## config.mk

```make
export PLATFORM = sky130hd
export DESIGN_NAME = evt_timer
export DESIGN_NICKNAME = d
export VERILOG_FILES = /design/src/rtl/evt_timer_pkg.sv /design/src/rtl/evt_timer_regs.sv /design/src/rtl/evt_timer_core.sv /design/src/rtl/evt_timer.sv
export SDC_FILE = /design/constraint.sdc
export NUM_CORES = 1
export LEC_CHECK = 0
export BUFFER_PORTS_ARGS = -buffer_cell sky130_fd_sc_hd__buf_4
export CAP_MARGIN = 20
export CELL_PAD_IN_SITES_DETAIL_PLACEMENT = 1
export CELL_PAD_IN_SITES_GLOBAL_PLACEMENT = 1
export CORE_AREA = 2 2 93 184
export DETAILED_ROUTE_END_ITERATION = 10
export DIE_AREA = 0 0 95 186
export GPL_TIMING_DRIVEN = 0
export PLACE_DENSITY = 0.93
export RECOVER_POWER = 25
export SYNTH_ARGS = -nofsm -noshare
export SYNTH_HDL_FRONTEND = slang
export SYNTH_HIERARCHICAL = 1
export SYNTH_SLANG_ARGS = --single-unit
```

## constraint.sdc

```tcl
create_clock -name clk -period 8.5 [get_ports clk]
set_input_delay 0.425 -clock clk [delete_from_list [all_inputs] [get_ports clk]]
set_output_delay 0.425 -clock clk [all_outputs]
set_load 0.01 [all_outputs]
```

## src/rtl/evt_timer_pkg.sv

```systemverilog
package evt_timer_pkg;

   localparam logic [7:0] OFS_RLD_LO  = 8'h00;
   localparam logic [7:0] OFS_RLD_HI  = 8'h04;
   localparam logic [7:0] OFS_CNT_LO  = 8'h08;
   localparam logic [7:0] OFS_CNT_HI  = 8'h0C;
   localparam logic [7:0] OFS_STAT    = 8'h18;
   localparam logic [7:0] OFS_CTRL_A  = 8'h10;
   localparam logic [7:0] OFS_CTRL_B  = 8'h1C;

   // control word fields, bit 0 = enable, bit 1 = one-shot, bit 2 = unmask
   typedef struct packed {
      logic unmask;
      logic oneshot;
      logic enable;
   } ctrl_t;

endpackage

```

## src/rtl/evt_timer_regs.sv

```systemverilog
module evt_timer_regs
   import evt_timer_pkg::*;
#(
   parameter int unsigned ADDR_W   = 8,
   parameter int unsigned DATA_W   = 32,
   parameter int unsigned CNT_W    = 64,
   parameter bit          CTRL_ALT = 1'b0
) (
   input  logic              clk,
   input  logic              rst_n,
   input  logic              bus_wr,
   input  logic [ADDR_W-1:0] bus_addr,
   input  logic [DATA_W-1:0] bus_wdata,
   output logic [DATA_W-1:0] bus_rdata,
   input  logic [CNT_W-1:0]  cnt,
   input  logic              evt,
   output logic [CNT_W-1:0]  reload,
   output ctrl_t             ctrl,
   output logic              start,
   output logic              status
);

   localparam int unsigned CTRL_BITS = $bits(ctrl_t);

   logic [ADDR_W-1:0] ctrl_ofs;

   generate
      if (CTRL_ALT) begin : g_ctrl_b
         assign ctrl_ofs = ADDR_W'(OFS_CTRL_B);
      end else begin : g_ctrl_a
         assign ctrl_ofs = ADDR_W'(OFS_CTRL_A);
      end
   endgenerate

   logic hit_rld_lo, hit_rld_hi, hit_cnt_lo, hit_cnt_hi, hit_stat, hit_ctrl;

   always_comb begin
      hit_rld_lo = (bus_addr == ADDR_W'(OFS_RLD_LO));
      hit_rld_hi = (bus_addr == ADDR_W'(OFS_RLD_HI));
      hit_cnt_lo = (bus_addr == ADDR_W'(OFS_CNT_LO));
      hit_cnt_hi = (bus_addr == ADDR_W'(OFS_CNT_HI));
      hit_stat   = (bus_addr == ADDR_W'(OFS_STAT));
      hit_ctrl   = (bus_addr == ctrl_ofs);
   end

   ctrl_t ctrl_new;
   assign ctrl_new = ctrl_t'(bus_wdata[CTRL_BITS-1:0]);
   assign start    = bus_wr && hit_ctrl && ctrl_new.enable && !ctrl.enable;

   always_ff @(posedge clk) begin
      if (!rst_n) begin
         reload <= '0;
         ctrl   <= '0;
         status <= 1'b0;
      end else begin
         if (bus_wr && hit_rld_lo) reload[DATA_W-1:0]     <= bus_wdata;
         if (bus_wr && hit_rld_hi) reload[CNT_W-1:DATA_W] <= bus_wdata;
         if (bus_wr && hit_ctrl)   ctrl                   <= ctrl_new;
         if (evt)
            status <= 1'b1;
         else if (bus_wr && hit_stat && bus_wdata[0])
            status <= 1'b0;
      end
   end

   always_comb begin
      bus_rdata = '0;
      if (hit_rld_lo)      bus_rdata = reload[DATA_W-1:0];
      else if (hit_rld_hi) bus_rdata = reload[CNT_W-1:DATA_W];
      else if (hit_cnt_lo) bus_rdata = cnt[DATA_W-1:0];
      else if (hit_cnt_hi) bus_rdata = cnt[CNT_W-1:DATA_W];
      else if (hit_stat)   bus_rdata = {{(DATA_W-1){1'b0}}, status};
      else if (hit_ctrl)   bus_rdata = {{(DATA_W-CTRL_BITS){1'b0}}, ctrl};
   end

endmodule

```

## src/rtl/evt_timer_core.sv

```systemverilog
module evt_timer_core #(
   parameter int unsigned CNT_W = 64
) (
   input  logic             clk,
   input  logic             rst_n,
   input  logic             tick,
   input  logic             start,
   input  logic             enable,
   input  logic             oneshot,
   input  logic [CNT_W-1:0] reload,
   output logic [CNT_W-1:0] cnt,
   output logic             evt
);

   logic done;
   logic at_zero;

   assign at_zero = (cnt == '0);
   assign evt     = enable && tick && !start && at_zero && !(oneshot && done);

   always_ff @(posedge clk) begin
      if (!rst_n) begin
         cnt  <= '0;
         done <= 1'b0;
      end else if (start) begin
         cnt  <= reload;
         done <= 1'b0;
      end else if (enable && tick) begin
         if (!at_zero)
            cnt <= cnt - 1'b1;
         else if (!oneshot)
            cnt <= reload;
         else
            done <= 1'b1;
      end
   end

endmodule

```

## src/rtl/evt_timer.sv

```systemverilog
module evt_timer
   import evt_timer_pkg::*;
#(
   parameter int unsigned ADDR_W   = 8,
   parameter int unsigned DATA_W   = 32,
   parameter int unsigned CNT_W    = 64,
   parameter bit          CTRL_ALT = 1'b0
) (
   input  logic              clk,
   input  logic              rst_n,
   input  logic              tick,
   input  logic              bus_wr,
   input  logic [ADDR_W-1:0] bus_addr,
   input  logic [DATA_W-1:0] bus_wdata,
   output logic [DATA_W-1:0] bus_rdata,
   output logic              irq
);

   generate
      if (CNT_W != 2 * DATA_W) begin : g_bad_width
         $error("evt_timer: CNT_W must be twice DATA_W");
      end
      if (ADDR_W < 5) begin : g_bad_addr
         $error("evt_timer: ADDR_W too small for the register map");
      end
   endgenerate

   ctrl_t            ctrl;
   logic [CNT_W-1:0] reload;
   logic [CNT_W-1:0] cnt;
   logic             start, evt, status;
   logic             ctrl_en, ctrl_mode, ctrl_unmask;

   assign ctrl_en     = ctrl.enable;
   assign ctrl_mode   = ctrl.oneshot;
   assign ctrl_unmask = ctrl.unmask;

   evt_timer_regs #(
      .ADDR_W(ADDR_W), .DATA_W(DATA_W), .CNT_W(CNT_W), .CTRL_ALT(CTRL_ALT)
   ) u_regs (
      .clk(clk), .rst_n(rst_n), .bus_wr(bus_wr), .bus_addr(bus_addr),
      .bus_wdata(bus_wdata), .bus_rdata(bus_rdata), .cnt(cnt), .evt(evt),
      .reload(reload), .ctrl(ctrl), .start(start), .status(status)
   );

   evt_timer_core #(.CNT_W(CNT_W)) u_core (
      .clk(clk), .rst_n(rst_n), .tick(tick), .start(start),
      .enable(ctrl_en), .oneshot(ctrl_mode), .reload(reload),
      .cnt(cnt), .evt(evt)
   );

   assign irq = status & ctrl_unmask;

endmodule

```

==> flow_metrics.py, run 1 <==
metrics = {
    "run_status": {
        "outcome": "complete, but fails checks",
        "violations": "capacitance limit, slew limit",
    },
    "yosys": {
        "yosys-top-cells-area": "dfxtp_1 34%, mux2i_1 9.3%, mux4_2 8.3%",
        "postSynth.asyncResetShare_pct": 0,
        "ys_seq_area_share_pct": 34.0,
        "yosysTopAreaCellShare_pct": 34.0,
        "synth_area_um2": 7840,
        "synth_edf_count": 0,
        "syn-num-nets": 985,
        "synth_area_per_cell_um2": 8.35,
        "yosysWarnings": 6,
        "synthCells": 939,
        "synth.distinct_cells": 58,
        "synth_seq_cells": 133,
        "ys.flop_type": "dfxtp_1",
        "synth_top_area_cell": "dfxtp_1",
    },
    "clock_network": {
        "htreeDepth": 4,
        "cts_hold_buf": 0,
        "cts-resized-gates": 0,
        "numCtsBuffers": 17,
        "cts_setup_buffers": 0,
        "cts_root_buf": "clkbuf_16",
        "clockBufferDepth": 2,
        "clk_latency_ns": 0.43,
        "cts_tree": "yes",
        "cts.clk_slew.worst_paths_ns": 0.06,
        "cts_sinks": 133,
    },
    "floorplan": {
        "die_height_um": 186,
        "die_area_um2": 17700,
        "num_rows": 66,
        "die_w_um": 95,
        "io_pins": 77,
        "core_um2": 16300,
        "initial_core_util_pct": 48.2,
    },
    "timing": {
        "post-route-min-period_ns": 4.93,
        "fin_skew_ns": 0.00664,
        "report.final.slew_viol_count": 9,
        "timing.hold.ws_ns": 0.264,
        "rsz0062_at_grt": "no",
        "tns_ns": 0,
        "setup-violations-final": 0,
        "finalHoldViolCount": 0,
        "tightest_slew_ns": 1.58,
        "max_slew_margin_pct": -6.24,
        "max_freq_mhz": 203,
        "period_share_pct": 58.0,
    },
    "detailed_routing": {
        "dr.pass1.iters": 5,
        "vias": 8697,
        "ant_nets": 0,
        "via_per_inst": 6.96,
        "drc": 0,
        "drt-initial-drc-count": 873,
        "wl_per_cell_um": 28.4,
        "wl_mm": 35.5,
    },
    "global_route": {
        "grt.overflow.total": 0,
        "grt_pass1_vias": 9234,
        "use_met3_pct": 9.07,
        "grtUsageMet1_pct": 43.0,
        "grt_start_max_net_pins": 17,
        "grt_usage_pct": 41.1,
        "met2_usage_pct": 68.4,
        "busiest_layer": "met2",
        "grt_pass1_wl_mm": 53.0,
        "antenna_found_initial": 0,
    },
    "placement": {
        "hpwlAfterDp_mm": 25.0,
        "place_inst": 1217,
        "port_buffers": 74,
        "routabilityCongestion": 1.02,
    },
    "power": {
        "pwr-share-comb_pct": 6.5,
        "vdd_drop_max_mv": 0.129,
        "p_sw_mw": 0.352,
        "intPower_mw": 1.10,
        "p_leak_nw": 4.11,
        "clockPowerShare_pct": 50.4,
        "power_frac_seq_pct": 43.0,
        "swShare_pct": 24.2,
        "power_density_nw_per_um2": 159,
    },
    "finish": {
        "antenna_cells": 0,
        "seqCellArea_um2": 2660,
        "fillCellCount": 1973,
        "multi_input_area_um2": 4720,
        "drive_above_1_share_pct": 17.6,
        "area_delta_synth_final_pct": 16.7,
        "stdcell_count": 1250,
        "layout.nets": 1079,
    },
    "critical_path": {
        "path_class": "in -> reg",
        "cp-start-kind": "input pin",
        "crit_arrival_ns": 5.24,
        "required_ns": 8.81,
        "crit_fanout": 10,
        "end_kind": "flip-flop",
    },
    "run": {
        "max_cap_violations": 1,
    },
    "min_path": {
        "min_path_type": "in -> reg",
    },
}
critical path: stages:
cell and delay (ns):
clkbuf_4 0.11, nor4_1 1.28, nand3_1 0.18, nor4bb_1 0.89, inv_1 0.34, a41oi_1 0.79, clkbuf_1 0.65, o21ai_0 0.30
nand3_1 0.15, o21ai_0 0.10
cell usage in the layout (no fill, tap or decap), drive strengths merged, types with 16 or more instances in the layout:
cell type and n:
nand2 168, clkbuf 67, a21oi 86, buf 106
nand3 26, or3 16, nor4 22, o21ai 43
dfxtp 133, mux4 29, o22ai 29, mux2i 73
nor2 51, nor3 39, and3 36
stage by stage:
| step | power (mW) | util [%] | instance area (µm²) | setup WS, ns |
|---|---|---|---|---|
| floorplan | 0.685 | - | 7840 | 5.53 |
| global placement | 0.727 | 53.2 | 8650 | 4.16 |
| detailed placement | 0.729 | 53.2 | 8650 | 4.12 |
| CTS | 1.45 | 56.7 | 9220 | 4.46 |
| global route | 1.49 | 56.3 | 9150 | 3.36 |
| finish | 1.45 | 56.3 | 9150 | 3.57 |
cell families after synthesis:
group | after synthesis | synth area share, %
flops | 133 | 34.0
compound gates | 212 | 16.3
buf+inv | 82 | 5.51
mux | 106 | 18.2
fa+ha+maj | 2 | 0.319
simple gates | 404 | 25.7
routing by layer:
metal  wire (µm)  vias to the layer above
li1            -                     3652
met5           0                        -
met4        3280                        0
met3        3100                      254
met2       17400                      619
met1       11700                     4172
cell usage after synthesis (all sizes together) (4+ instances only):
library cell and number:
a21oi 86, a31o 4, a41oi 4, and2 5, and3 36, buf 39, clkbuf 36, dfxtp 133
inv 7, mux2 4, mux2i 73, mux4 29, nand2 168, nand3 26, nand4 11, nor2 51
nor3 39, nor3b 4, nor4 22, o211ai 12, o21a 4, o21ai 43, o22ai 29, o31a 14
or3 16, or4 10
state kept, by name (all words and copies together), names as in the netlist:
| signal | flops |
|---|---|
| u_regs/status | 1 |
| u_regs/reload | 64 |
| u_core/done | 1 |
| u_regs/ctrl | 3 |
| u_core/cnt | 64 |
power by group through the flow:
stage	Sequential [mW]	Clock, mW	Combinational, mW
after floorplan	0.638	0	0.0474
after global placement	0.638	0	0.0887
after detailed placement	0.638	0	0.0907
after CTS	0.624	0.737	0.0922
after global routing	0.624	0.764	0.0974
final	0.624	0.732	0.0950
final timing paths:
| check | start | to | slack [ns] | cells past startpoint |
|---|---|---|---|---|
| hold / removal | bus_wdata[10] | u_regs/reload[42] | 0.26 | 3 |
| setup / recovery | bus_addr[7] | u_core/cnt[16] | 3.57 | 10 |
| hold reg to reg | u_regs/reload[16] | u_regs/reload[16] | 0.49 | 2 |
| setup reg to reg | u_core/cnt[24] | u_core/cnt[5] | 4.32 | 7 |
area by class of cell:
type,instances,area share (%)
buffer,75,3.94
sequential,133,29.1
timing repair buffer,75,6.12
inverter,7,0.287
tap,204,2.79
clock inverter,9,1.12
clock buffer,23,5.11
multi-input combinational,724,51.5
(Power assumes the default switching activity.)
==> run 2, diff against run 1 <==
- CORE_AREA: 2 2 93 184 -> 2 2 101 201
- DIE_AREA: 0 0 95 186 -> 0 0 103 203
- PLACE_DENSITY: 0.93 -> 0.84
- clock period: 8.5 -> 4.12 ns (I/O delays scaled with it)
==> run 2 against run 1 <==
Effect of this change: the run now ends clean; final area grew 1.4%; cell count grew 4.3%; clock skew grew 0.0021 ns; worst setup slack lost 3.4 ns.
==> flow_metrics.py, run 2 (synthesized netlist as in run 1, its figures left out) <==
metrics = {
    "finish": {
        "post-route-cell-area_um2": 9280,
        "final_common_cell": "nand2_1",
        "fillCellCount": 2404,
        "most-common-layout-cells": "167 x nand2_1, 133 x dfxtp_1, 86 x a21oi_1",
        "top_regs": "u_core/cnt x64, u_regs/reload x64, u_regs/ctrl x3",
        "drive_above_1_share_pct": 18.0,
        "layout.nets": 1078,
        "area_delta_synth_final_pct": 18.3,
        "antenna_cells": 0,
    },
    "power": {
        "swShare_pct": 23.9,
        "intPower_mw": 2.33,
        "power_mw": 3.07,
        "power_frac_seq_pct": 42.0,
        "vdd_drop_max_mv": 0.191,
        "p_sw_mw": 0.732,
        "p_leak_nw": 4.13,
        "pwr-share-comb_pct": 6.3,
        "clockPowerShare_pct": 51.7,
        "power_density_nw_per_um2": 331,
    },
    "timing": {
        "tightest_slew_ns": 1.00,
        "worst_slack_ns": 0.208,
        "period_share_pct": 95.0,
        "max_slew_margin_pct": 32.3,
        "tns_ns": 0,
        "rsz0062_at_grt": "no",
        "fin_skew_ns": 0.00871,
        "setup-violations-final": 0,
        "max_freq_mhz": 256,
        "finalHoldViolCount": 0,
        "post-route-min-period_ns": 3.91,
        "report.final.slew_viol_count": 0,
    },
    "clock_network": {
        "clockBufferDepth": 2,
        "cts_sinks": 133,
        "numCtsBuffers": 17,
        "cts_setup_buffers": 0,
        "cts_tree": "yes",
        "htreeDepth": 4,
        "cts.clk_slew.worst_paths_ns": 0.06,
        "cts_root_buf": "clkbuf_16",
        "clk_latency_ns": 0.43,
    },
    "placement": {
        "routabilityCongestion": 0.992,
        "port_buffers": 74,
        "dpl_worst_slack_ns": -0.333,
        "hpwlAfterDp_mm": 25.1,
        "dpl-instance-area_um2": 8720,
    },
    "critical_path": {
        "crit_buf_inv": 4,
        "end_kind": "flip-flop",
        "path_class": "in -> reg",
        "crit_arrival_ns": 4.21,
        "crit_family": "simple AND/OR/NAND/NOR gates",
        "slowest_stage": "nor4bb_1",
        "cpPeakStageDelay_ns": 0.88,
        "crit_fanout": 10,
        "crit_chain": "buf_4 > buf_4 > nor2b_1 > nand3_1 > nor4bb_1 > inv_1 > a41oi_2 > clkbuf_1 > o21ai_0 > nand3_1 > o21ai_0",
        "required_ns": 4.41,
        "cp-start-kind": "input pin",
    },
    "global_route": {
        "grt_pass1_vias": 9046,
        "grt.overflow.total": 0,
        "grt_pass1_wl_mm": 51.9,
        "grt_start_max_net_pins": 17,
        "antenna_found_initial": 0,
        "grt_usage_pct": 33.6,
    },
    "floorplan": {
        "num_rows": 72,
        "die_w_um": 103,
        "io_pins": 77,
        "die_height_um": 203,
        "die_area_um2": 20900,
        "initial_core_util_pct": 40.7,
        "core_um2": 19300,
    },
    "run": {
        "max_cap_violations": 0,
    },
    "detailed_routing": {
        "dr.pass1.iters": 5,
        "vias": 8404,
        "drt-initial-drc-count": 607,
        "wl_mm": 34.4,
        "via_per_inst": 6.44,
        "ant_nets": 0,
        "drc": 0,
        "wl_per_cell_um": 26.4,
    },
    "min_path": {
        "min_path_type": "in -> reg",
    },
    "run_status": {
        "outcome": "complete, no violations",
    },
}
-- run 2: cell count changes in the layout (fill, tap and decap cells not counted), sizes merged --
cell / delta
clkinv: +2
buf: +1
bufinv: +1
clkbuf: -5
-- run 2: metal layers --
| metal | global-route usage (%) | up-vias | wire (µm) |
|---|---|---|---|
| li1 | - | 3654 | - |
| met1 | 35.2 | 4075 | 11800 |
| met2 | 57.7 | 476 | 17400 |
| met3 | 6.09 | 199 | 2280 |
| met4 | 25.2 | 0 | 2930 |
| met5 | 0 | - | 0 |
-- run 2: repair_timing --
item | 4_1_cts | 5_1_grt
hold buffers | 0 | 0
endpoints found under the hold margin | 0 | 0
setup endpoints to repair | 0 | 61
resized for setup | 0 | 2
-- run 2: power by group through the flow --
stage / clock network [mW] / logic, mW / registers, mW
6_report: 1.59 / 0.193 / 1.29
5_1_grt: 1.64 / 0.200 / 1.29
4_1_cts: 1.60 / 0.190 / 1.29
3_5_place_dp: 0 / 0.188 / 1.32
3_3_place_gp: 0 / 0.186 / 1.32
2_1_floorplan: 0 / 0.0977 / 1.32
-- run 2: worst paths after layout --
path	slack [ns]	end	cells after the start	start
worst min register to register	0.48	u_regs/reload[35]	2	u_regs/reload[35]
worst max register to register	0.32	u_core/cnt[5]	8	u_core/cnt[24]
worst max-delay path	0.21	u_core/cnt[18]	11	bus_addr[2]
worst min-delay path	0.05	u_regs/reload[11]	3	bus_wdata[11]
-- run 2: tightest hold or removal path: cells and delay by family --
kind                   cells  cell delay (ns)
buffers and inverters      1             0.07
muxes                      1             0.11
and+or+nand+nor            1             0.05
-- run 2: area by class of cell --
| cell class | instances | area (µm²) | share of cell area (%) |
|---|---|---|---|
| Multi-Input combinational cell | 724 | 4730 | 51.0 |
| Buffer | 75 | 368 | 3.97 |
| Inverter | 7 | 26.3 | 0.283 |
| Clock inverter | 12 | 154 | 1.66 |
| Sequential cell | 133 | 2660 | 28.7 |
| Clock buffer | 20 | 457 | 4.92 |
| Timing Repair Buffer | 74 | 552 | 5.95 |
| Tap cell | 259 | 324 | 3.49 |
-- run 2: per-stage QoR --
step	cells	hold slack (ns)	utilization, %
after floorplan	939	0.367	-
after global placement	1272	0.462	45.2
after detailed placement	1272	0.468	45.2
after CTS	1304	0.0384	48.4
after global routing	1304	0.0572	48.1
final	1304	0.0480	48.1
